==> config.mk <==
export PLATFORM = sky130hd
export DESIGN_NAME = evt_capture
export DESIGN_NICKNAME = d
export VERILOG_FILES = /design/src/rtl/evt_capture_pkg.sv /design/src/rtl/evt_pin_sync.sv /design/src/rtl/evt_glitch_filter.sv /design/src/rtl/evt_edge_detect.sv /design/src/rtl/evt_capture_regs.sv /design/src/rtl/evt_capture.sv
export SDC_FILE = /design/constraint.sdc
export NUM_CORES = 1
export LEC_CHECK = 0
export CAP_MARGIN = 25
export CORE_ASPECT_RATIO = 0.6
export CORE_MARGIN = 2
export CORE_UTILIZATION = 40
export DETAILED_ROUTE_END_ITERATION = 6
export DONT_BUFFER_PORTS = 1
export PLACE_DENSITY_LB_ADDON = 0.2
export SETUP_SLACK_MARGIN = 0.1
export SYNTH_ARGS = -nofsm -noshare
export SYNTH_HDL_FRONTEND = slang
export SYNTH_SLANG_ARGS = --single-unit
==> constraint.sdc <==
create_clock -name clk -period 1.85 [get_ports clk]
set_input_delay 0.4625 -clock clk [delete_from_list [all_inputs] [get_ports clk]]
set_output_delay 0.4625 -clock clk [all_outputs]
set_load 0.1 [all_outputs]
==> src/rtl/evt_capture_pkg.sv <==
package evt_capture_pkg;

    localparam int CTRL_W        = 3;
    localparam int BIT_RISE      = 0;
    localparam int BIT_FILT      = 1;
    localparam int BIT_IRQ       = 2;
    localparam int BIT_FLAG_CLR  = 0;

    typedef enum logic {
        ADDR_CTRL = 1'b0,
        ADDR_STAT = 1'b1
    } cap_addr_e;

    typedef struct packed {
        logic irq_en;
        logic filt_en;
        logic rise_sel;
    } cap_ctrl_t;

    function automatic cap_ctrl_t unpack_ctrl(input logic [CTRL_W-1:0] d);
        cap_ctrl_t c;
        c.irq_en   = d[BIT_IRQ];
        c.filt_en  = d[BIT_FILT];
        c.rise_sel = d[BIT_RISE];
        return c;
    endfunction

endpackage

==> src/rtl/evt_pin_sync.sv <==
module evt_pin_sync #(
    parameter int STAGES = 2
) (
    input  logic clk,
    input  logic rst,
    input  logic d,
    output logic q
);
    logic [STAGES-1:0] chain_q;

    generate
        if (STAGES == 1) begin : g_one
            always_ff @(posedge clk) begin
                if (rst) chain_q <= '0;
                else     chain_q <= d;
            end
        end else begin : g_many
            always_ff @(posedge clk) begin
                if (rst) chain_q <= '0;
                else     chain_q <= {chain_q[STAGES-2:0], d};
            end
        end
    endgenerate

    assign q = chain_q[STAGES-1];
endmodule

==> src/rtl/evt_glitch_filter.sv <==
module evt_glitch_filter #(
    parameter int LEN = 4
) (
    input  logic clk,
    input  logic rst,
    input  logic d,
    output logic q
);
    localparam int HIST_W = LEN - 1;

    logic [HIST_W-1:0] hist_q;
    logic [LEN-1:0]    window;
    logic              lvl_q;

    assign window = {hist_q, d};

    generate
        if (HIST_W == 1) begin : g_short
            always_ff @(posedge clk) begin
                if (rst) hist_q <= '0;
                else     hist_q <= d;
            end
        end else begin : g_long
            always_ff @(posedge clk) begin
                if (rst) hist_q <= '0;
                else     hist_q <= {hist_q[HIST_W-2:0], d};
            end
        end
    endgenerate

    always_ff @(posedge clk) begin
        if (rst)               lvl_q <= 1'b0;
        else if (&window)      lvl_q <= 1'b1;
        else if (~|window)     lvl_q <= 1'b0;
    end

    assign q = lvl_q;
endmodule

==> src/rtl/evt_edge_detect.sv <==
module evt_edge_detect (
    input  logic clk,
    input  logic rst,
    input  logic lvl,
    input  logic rise_sel,
    output logic evt
);
    logic prev_q;

    always_ff @(posedge clk) begin
        if (rst) prev_q <= 1'b0;
        else     prev_q <= lvl;
    end

    always_comb begin
        if (rise_sel) evt = lvl & ~prev_q;
        else          evt = ~lvl & prev_q;
    end
endmodule

==> src/rtl/evt_capture_regs.sv <==
module evt_capture_regs #(
    parameter int CNT_W = 16
) (
    input  logic             clk,
    input  logic             rst,
    input  logic             evt,
    input  logic             block,
    input  logic [CNT_W-1:0] count,
    input  logic             clr,
    output logic [CNT_W-1:0] cap_q,
    output logic             flag_q
);
    logic take;
    assign take = evt & ~block;

    always_ff @(posedge clk) begin
        if (rst) begin
            cap_q  <= '0;
            flag_q <= 1'b0;
        end else begin
            if (take)      cap_q  <= count;
            if (take)      flag_q <= 1'b1;
            else if (clr)  flag_q <= 1'b0;
        end
    end
endmodule

==> src/rtl/evt_capture.sv <==
module evt_capture
    import evt_capture_pkg::*;
#(
    parameter int CNT_W       = 16,
    parameter int SYNC_STAGES = 2,
    parameter int FILT_LEN    = 4
) (
    input  logic                  clk,
    input  logic                  rst,
    input  logic                  pin_in,
    input  logic [CNT_W-1:0]      count_in,
    input  logic                  top_mode,
    input  logic                  bus_we,
    input  logic                  bus_addr,
    input  logic [CTRL_W-1:0]     bus_wdata,
    output logic [CNT_W-1:0]      cap_value,
    output logic                  cap_flag,
    output logic                  irq
);
    cap_ctrl_t ctrl_q;
    logic      sync_lvl;
    logic      filt_lvl;
    logic      det_lvl;
    logic      cap_evt;
    logic      flag_clr;

    always_ff @(posedge clk) begin
        if (rst)
            ctrl_q <= '0;
        else if (bus_we && cap_addr_e'(bus_addr) == ADDR_CTRL)
            ctrl_q <= unpack_ctrl(bus_wdata);
    end

    assign flag_clr = bus_we && (cap_addr_e'(bus_addr) == ADDR_STAT)
                      && bus_wdata[BIT_FLAG_CLR];

    evt_pin_sync #(.STAGES(SYNC_STAGES)) u_sync (
        .clk (clk),
        .rst (rst),
        .d   (pin_in),
        .q   (sync_lvl)
    );

    evt_glitch_filter #(.LEN(FILT_LEN)) u_filt (
        .clk (clk),
        .rst (rst),
        .d   (sync_lvl),
        .q   (filt_lvl)
    );

    assign det_lvl = ctrl_q.filt_en ? filt_lvl : sync_lvl;

    evt_edge_detect u_edge (
        .clk      (clk),
        .rst      (rst),
        .lvl      (det_lvl),
        .rise_sel (ctrl_q.rise_sel),
        .evt      (cap_evt)
    );

    evt_capture_regs #(.CNT_W(CNT_W)) u_regs (
        .clk    (clk),
        .rst    (rst),
        .evt    (cap_evt),
        .block  (top_mode),
        .count  (count_in),
        .clr    (flag_clr),
        .cap_q  (cap_value),
        .flag_q (cap_flag)
    );

    assign irq = cap_flag & ctrl_q.irq_en;
endmodule

==> run_results.csv <==
group,metric,value,unit
setup_path,crit_type,"register to register",
synthesis,yosysTopAreaCellShare,48.3,%
synthesis,synth.largest_area_cell,"dfxtp_1",
power_and_ir_drop,p_leak,0.503,nW
clock_network,htree_levels,1,
global_routing,grt_util_all_layers,13.1,%
sta,rsz0062_at_grt,"false",
setup_path,crit_fanout,17,
setup_path,cp-end-kind,"register",
synthesis,ys_types,18,
floorplanning,die_area,3250,µm²
sta,hold-worst-slack,0.260,ns
clock_network,insertion_delay,0.27,ns
sta,hold_violations,0,
routing,ant_nets,0,
sta,period_minus_slack,1.45,ns
power_and_ir_drop,combinationalPowerShare,9.4,%
power_and_ir_drop,seq_power_share,58.6,%
place,dp_slack,0.407,ns
clock_network,cts.sinks,27,
synthesis,ys.flop_type,"dfxtp_1",
synthesis,ys.warnings.count,0,
floorplanning,die_h,45.0,µm
finish,postLayoutCoreUtil,50.8,%
synthesis,synth_seq_area_share,48.3,%
clock_network,clockRootBuffer,"clkbuf_8",
setup_path,cp-start-kind,"register",
floorplanning,fp-row-count,14,
worst_hold_path,holdCritPathClass,"input port to register",
power_and_ir_drop,power,1.02,mW
synthesis,synth_commonest_cells,"nand2b_1 (32), dfxtp_1 (27), mux2i_1 (20)",
finish,syn_to_final_growth,16.9,%
place,post_dp_cell_area,1260,µm²
setup_path,critPathLaunch,"ctrl_q[1]",
floorplanning,pin_count,43,
setup_path,crit_required,2.02,ns
power_and_ir_drop,swShare,23.3,%
sta,drv_slew,0,
routing,drt_iter0_drc,19,
sta,max-slew-margin-rel,74.8,%
run,cap_violations,0,
routing,drt_wl_total,1950,µm
sta,fin_skew,0.00579,ns
routing,via_count,752,
place,gp_congestion,0.730,
global_routing,first_global_vias,722,
sta,fin_ws,0.403,ns
synthesis,synth_most_common_cell,"nand2b_1",
synthesis,syn-num-nets,131,
floorplanning,core,2570,µm²
sta,max_freq,691,MHz
setup_path,arrival,1.62,ns
finish,n_fill_cell,248,
finish,final_nets,148,
place,io_buffers,0,
routing,route.detailed.drc,0,
worst_hold_path,hold_start,"rst",
power_and_ir_drop,pwr-share-clk,32.1,%
finish,fin_cells,154,
routing,wire_per_inst,12.7,µm
global_routing,grt_pass1_wl,3180,µm
global_routing,grt_max_degree,44,
power_and_ir_drop,irDropWorstVdd,398,µV
clock_network,cts_tree,"done",
finish,n_antenna_cell,0,
synthesis,avgSynthCellArea,10.6,µm²
clock_network,cts_resized,0,
global_routing,antenna_found_initial,0,
clock_network,cts_max_path_buffers,2,
floorplanning,die_w,72.3,µm
finish,fin_area,1310,µm²
clock_network,ctsHoldBuffers,0,
synthesis,async_flop_share,0,%
sta,tightest_slew,0.377,ns
sta,setup_violations,0,
clock_network,path_clk_slew,0.09,ns
place,dp.cells,150,
run_status,outcome,"finished clean",
power_and_ir_drop,p_sw,0.238,mW
floorplanning,start_util,43.5,%
place,hpwl,1380,µm
setup_path,r2r_start,"ctrl_q[1]",
synthesis,syn_area,1120,µm²
routing,first_pass_iters,3,
clock_network,postCtsSetupRepairBufs,0,
synthesis,syn_inst,106,
global_routing,grt-ovfl-total,0,
sta,period_share,78.2,%
routing,viasPerCell,4.88,
finish,drive_above_1_share,20.5,%
sta,fin_setup_tns,0,ns
power_and_ir_drop,cell_internal_pwr,0.783,mW
synthesis,synth_edf_count,0,
power_and_ir_drop,powerDensity,781,nW/µm²
synthesis,ys_ff_latch,27,
synthesis,synth.area.top_cells,"dfxtp_1 (48%), mux2i_1 (18%), nand2b_1 (18%)",
clock_network,numCtsBuffers,3,
==> cell families after synthesis <==
| kind of cell | after synthesis | synth area share, % |
|---|---|---|
| flops | 27 | 48.3 |
| buf+inv | 7 | 4.47 |
| simple gates | 46 | 25.0 |
| compound gates | 5 | 3.02 |
| mux | 21 | 19.2 |
==> power by group through the flow <==
| stage | sequential, mW | combinational [mW] | clock, mW |
|---|---|---|---|
| final | 0.598 | 0.0957 | 0.328 |
| after floorplan | 0.653 | 0.0505 | 0 |
| after CTS | 0.599 | 0.0968 | 0.339 |
| after detailed placement | 0.612 | 0.0966 | 0 |
| after global placement | 0.612 | 0.0948 | 0 |
| after global routing | 0.600 | 0.101 | 0.371 |
==> per-layer routing <==
layer / vias up / routed length, µm / track usage [%]
met5: - / 0 / 0
met4: 0 / 8 / 2.26
met3: 2 / 122 / 5.80
met2: 20 / 968 / 24.2
met1: 355 / 854 / 14.2
li1: 375 / - / -
==> cell type report <==
type | instances | area (µm²) | share of cell area (%)
Clock buffer | 4 | 45.0 | 3.44
Inverter | 1 | 3.75 | 0.287
Multi-Input combinational cell | 72 | 531 | 40.5
Sequential cell | 27 | 542 | 41.4
Tap cell | 32 | 40.0 | 3.06
Timing Repair Buffer | 18 | 148 | 11.3
==> path summary, 6_finish.rpt <==
| kind | cells past startpoint | slack, ns | end |
|---|---|---|---|
| max | 3 | 0.40 | u_regs.flag_q |
| min | 1 | 0.26 | ctrl_q[2] |
| max reg2reg | 3 | 0.40 | u_regs.flag_q |
| min reg2reg | 1 | 0.44 | u_sync.chain_q[1] |
==> cells in the final DEF, fill, tap and decap left out, types with 2 or more instances in the layout <==
master	n
clkbuf_8	3
nand2b_1	32
nor3b_1	2
mux2i_1	20
dfxtp_1	26
buf_4	17
nor2_1	4
nor2b_1	6
==> registers in the layout, indices dropped and copies added, names as in the netlist <==
register / cells
u_regs.cap_q: 16
u_edge.prev_q: 1
u_regs.flag_q: 1
u_filt.hist_q: 3
u_sync.chain_q: 2
ctrl_q: 3
u_filt.q: 1
==> critical path, cell delays in order (launching register included) <==
cell     delay [ns]
dfxtp_1        0.36
mux2i_1        0.28
mux2_4         0.46
o21ba_2        0.25
(Power assumes the default switching activity.)
